`src/rtl/bscan_chain.sv`:
```
module bscan_chain #(
  parameter int N_PADS = 4,
  parameter logic [N_PADS-1:0] TAP_PAD_MASK = '0
) (
  input  logic              tck,
  input  logic              rst_n,
  input  logic              tdi,
  input  logic              capture_dr,
  input  logic              shift_dr,
  input  logic              update_dr,
  input  logic              extest,
  input  logic              bscan_active,
  input  logic [N_PADS-1:0] core_out,
  input  logic [N_PADS-1:0] core_oe,
  input  logic [N_PADS-1:0] pad_in,
  output logic [N_PADS-1:0] pad_out,
  output logic [N_PADS-1:0] pad_oe,
  output logic [N_PADS-1:0] core_in,
  output logic              tdo_ser,
  output logic [2:0]        ctl_upd
);
  localparam int LEN = 3*N_PADS + 3;

  logic [LEN-1:0] sr, upd, cap;

  always_comb begin
    cap = '0;
    for (int p = 0; p < N_PADS; p++) begin
      cap[2+3*p] = pad_oe[p];
      cap[3+3*p] = pad_out[p];
      cap[4+3*p] = pad_in[p];
    end
  end

  always_ff @(posedge tck or negedge rst_n) begin
    if (!rst_n)          sr <= '0;
    else if (capture_dr) sr <= cap;
    else if (shift_dr)   sr <= {tdi, sr[LEN-1:1]};
  end

  always_ff @(posedge tck or negedge rst_n) begin
    if (!rst_n)         upd <= '0;
    else if (update_dr) upd <= sr;
  end

  for (genvar p = 0; p < N_PADS; p++) begin : g_pad
    logic guard;
    assign guard      = TAP_PAD_MASK[p] && bscan_active;
    assign pad_out[p] = extest ? upd[3+3*p] : core_out[p];
    assign pad_oe[p]  = guard ? 1'b0 : (extest ? upd[2+3*p] : core_oe[p]);
  end

  assign core_in = pad_in;
  assign tdo_ser = sr[0];
  assign ctl_upd = {upd[LEN-1], upd[1], upd[0]};
endmodule


```
`config.mk`:
```
export PLATFORM = sky130hd
export DESIGN_NAME = bscan_chain
export DESIGN_NICKNAME = d
export VERILOG_FILES = /design/src/rtl/bscan_chain.sv
export SDC_FILE = /design/constraint.sdc
export NUM_CORES = 1
export LEC_CHECK = 0
export BUFFER_PORTS_ARGS = -buffer_cell sky130_fd_sc_hd__buf_2
export CORE_MARGIN = 4
export CORE_UTILIZATION = 35
export CTS_BUF_LIST = sky130_fd_sc_hd__clkbuf_2
export DETAILED_ROUTE_END_ITERATION = 12
export GPL_ROUTABILITY_DRIVEN = 0
export SYNTH_ARGS = -nofsm -noshare
export SYNTH_HDL_FRONTEND = slang
export SYNTH_SLANG_ARGS = --single-unit
```
`constraint.sdc`:
```
create_clock -name tck -period 0.9 [get_ports tck]
set_input_delay 0.18 -clock tck [delete_from_list [all_inputs] [get_ports tck]]
set_output_delay 0.18 -clock tck [all_outputs]
set_load 0.05 [all_outputs]
```
* Word level (Yosys, flattened, before mapping)
Index checks and enable logic that the tools add are counted.
Widths: inputs -> output; s select.
** Storage, ports and cells
- Register bits :: 30
- Input port bits :: 20
- Output and inout port bits :: 16
- Word-level logic and storage cells :: 13
** Cells by class
- Multiplexer cells :: 10
- Reductions and logical operators :: 1
** Operator list (count)
- $mux 15 :: 2
- $mux 1 :: 8
- $reduce_bool 2->1 :: 1

* Logic depth before layout (Yosys ltp)
- Depth in word-level cells :: 2
- Depth in mapped cells :: 4
- Mapped depth without buffers :: 2

* Worst setup path after synthesis
OpenSTA, ideal clock, no wires.
- Path kind :: input-to-reg
- Start :: in extest
- End :: reg sr[11]
- Setup time :: 0.125 ns
- Arrival :: 1.113 ns
- Slack :: -0.338 ns
- Stages on the path :: 3
- Cell sequence :: buf_2 -> mux2_2 -> mux2_2
** Between the ends
- Cells in the longest elaborated chain, start to end :: 2
** RTL lines
- start: declaration :: line 11 : input logic extest,
- $mux 1 :: line 50 : assign pad_oe[p] = guard ? 1'b0 : (extest ? upd[2+3*p] : core_oe[p]);
- net pad_oe[3] :: line 17 : output logic [N_PADS-1:0] pad_oe,
- $mux 15 :: line 37 : else if (capture_dr) sr <= cap;
- end signal: assignment :: line 37
- end signal: assignment :: line 38 : else if (shift_dr) sr <= {tdi, sr[LEN-1:1]};
- end: declaration :: line 24 : logic [LEN-1:0] sr, upd, cap;
The timed path passes the listed nets, and every way through them passes these cells.
A chain may end at the register's enable or synchronous reset.

* Worst setup path in the final report
- Start :: reg upd[11]
- End :: out pad_oe[3]
** Between the ends
- Cells in the longest elaborated chain, start to end :: 1
** RTL lines
- start: declaration :: line 24
- start signal: assignment :: line 43 : else if (update_dr) upd <= sr;
- $mux 1 :: line 50
- end: declaration :: line 17
Every way passes these cells.

==> metrics.txt <==
most common cell after layout, fill and taps aside dfrtp_1; unrepaired setup endpoints after global routing true; DIE HEIGHT 68.4 µm; first-pass GRT wire length 4150 µm; Buffers on Ports 34; Synth Cell Area 1270 µm²; failing checks setup timing; clock sink count 26; DRT met1 WL 1120 µm; critical path cell sequence mux2_4 > buf_6; WP data required 720 ps; Cells after Synth 92; detailed placement HPWL 1750 µm; ANT nets after route 0; Reg area 652 µm²; Skew-Pair Late Insertion Delay 350 ps; top sig layer met4; design area 1790 µm²; Total Nets Final 156; H-tree levels 1; DRC 0; Ports 36; CTS tree yes; Placed Area 1560 µm²; Pleak 0.895 nW; Largest stage delay, worst path 440 ps; vias after detailed routing 843; clock buffer depth 2; vias in the first global route 875; VDD IR max 1.13 mV; CTS clk-pin slew, worst paths 250 ps; layout cells sized above 1 65.9%; number of max-cap violations 0; final hold vios 0; Root Buffer clkbuf_2; TritonRoute pass-1 iters 3; Startpoint Class flip-flop; GRT Total Usage 12.2%; Iteration-0 DRC Markers 31; Congestion Overflow GR 0; Net Count, Synth 112; fin. max-slew vios 0; diode count 0; Worst Max-Slew Pin Slew 302 ps; total CTS buffers 3; most frequent cells in the layout dfrtp_1 (25), buf_2 (22), mux2_4 (18); drt total wl 2550 µm; num rows 21; met2 wire length 1260 µm; Fin Clk Skew 10.0 ps; Setup crit end kind output port; CP Class flip-flop to output port; flops & latches, synth 26; Max Clk Rate 717 MHz; average wire per standard cell 14.1 µm; Final setup viols 22; final worst path period need 1390 ps; Unique masters post-synth 12; CP arrival 1210 ps; Power Dens Cells 2030 nW/µm²; initial antenna violation count 0; PnR worst setup slack -494 ps; WL met3 147 µm; area grow syn2layout 40.3%; outcome complete, but fails checks; initial core utilization 37.3%; fill cell count 313; Yosys warnings 0; die width 68.4 µm; Multi-input gate area 578 µm²; Critical-path top delay cell dfrtp_1; Critical Path Fanout Max 2; sequential area share after synthesis 51.0%; Mean Syn Cell Area 13.9 µm²; Hold Crit Class input port to flip-flop; final critical-path share of the clock period 155%; Core Box Area 3420 µm²; slew margin rel. 79.8%; dpl cells 169; vias per cell 4.66; final non-filler cell total 181; largest net degree at the start of global routing 20; full die area 4670 µm²
==> per-layer routing <==
metal | GRT usage, % | vias up
met1 | 15.1 | 412
met5 | 0 | -
met3 | 3.94 | 2
li1 | - | 402
met2 | 20.3 | 27
met4 | 2.98 | 0
==> synth_stat cells, drive strengths merged <==
master	n	area share, %
nand2	4	1.2
clkbuf	1	0.29
mux2	35	32
dfrtp	26	51
buf	12	7.8
mux2i	7	5.5
o21ai	4	1.6
nor2	3	0.88
==> power by group <==
| group | switching (mW) | internal (mW) |
|---|---|---|
| logic | 0.634 | 0.749 |
| clock network | 0.347 | 0.383 |
| registers | 0.135 | 1.39 |
| total | 1.12 | 2.52 |
==> area by class of cell <==
cell class,count,area share [%]
Timing Repair Buffer,52,25.5
Clock buffer,3,0.839
Clock inverter,1,1.68
Multi-Input combinational cell,53,32.3
Sequential cell,26,36.4
Tap cell,46,3.22
==> what timing repair did <==
item	CTS	global route
gates cloned	0	0
pin swaps	0	1
gates resized for setup	26	10
hold buffers	1	2
setup endpoints to repair	20	25
buffers inserted	2	4
endpoints found under the hold margin	26	2
==> worst max-delay path, delay by kind of cell (launching register included) <==
kind,cells,cell delay [ps]
flip-flops,1,440
multiplexers,1,270
buffers and inverters,1,150
==> logic make-up (layout without fill, tap and decap cells) <==
family | Yosys count | after routing | share of synthesized area (%)
AOI/OAI and AO/OA | 4 | 4 | 1.57
muxes | 42 | 42 | 37.3
and+or+nand+nor | 7 | 7 | 2.06
buffers and inverters | 13 | 56 | 8.05
DFF | 26 | 26 | 51.0
==> flip-flops by register name, summed over array words and instances, names as in the netlist <==
register,cells
upd,11
sr,15
==> worst paths after layout <==
kind                                     start            endpoint  slack (ps)  cells past startpoint
max                        upd[11]$_DFFE_PN0P_           pad_oe[3]        -490                      2
min reg2reg                 upd[3]$_DFFE_PN0P_  upd[3]$_DFFE_PN0P_         540                      1
min in group asynchronous                rst_n  upd[0]$_DFFE_PN0P_         190                      2
min                                  pad_in[1]   sr[7]$_DFFE_PN0P_          50                      3
max reg2reg                 upd[2]$_DFFE_PN0P_   sr[2]$_DFFE_PN0P_        -250                      3
max in group asynchronous                rst_n  upd[9]$_DFFE_PN0P_         340                      3
==> through the flow <==
step                setup slack, ps  power, mW  hold WS, ps  setup TNS [ps]  utilization, %
global route                   -586       3.83         18.2           -7610            52.4
detailed placement             -293       2.68         65.8           -4770            45.7
global placement               -284       2.66         59.4           -4510            45.7
floorplan                      -191       2.38         -116           -1530               -
CTS                            -523       3.56         3.00           -6360            50.1
finish                         -494       3.64         52.9           -6220            52.4
Note: power is estimated with default switching activity, not from simulation.
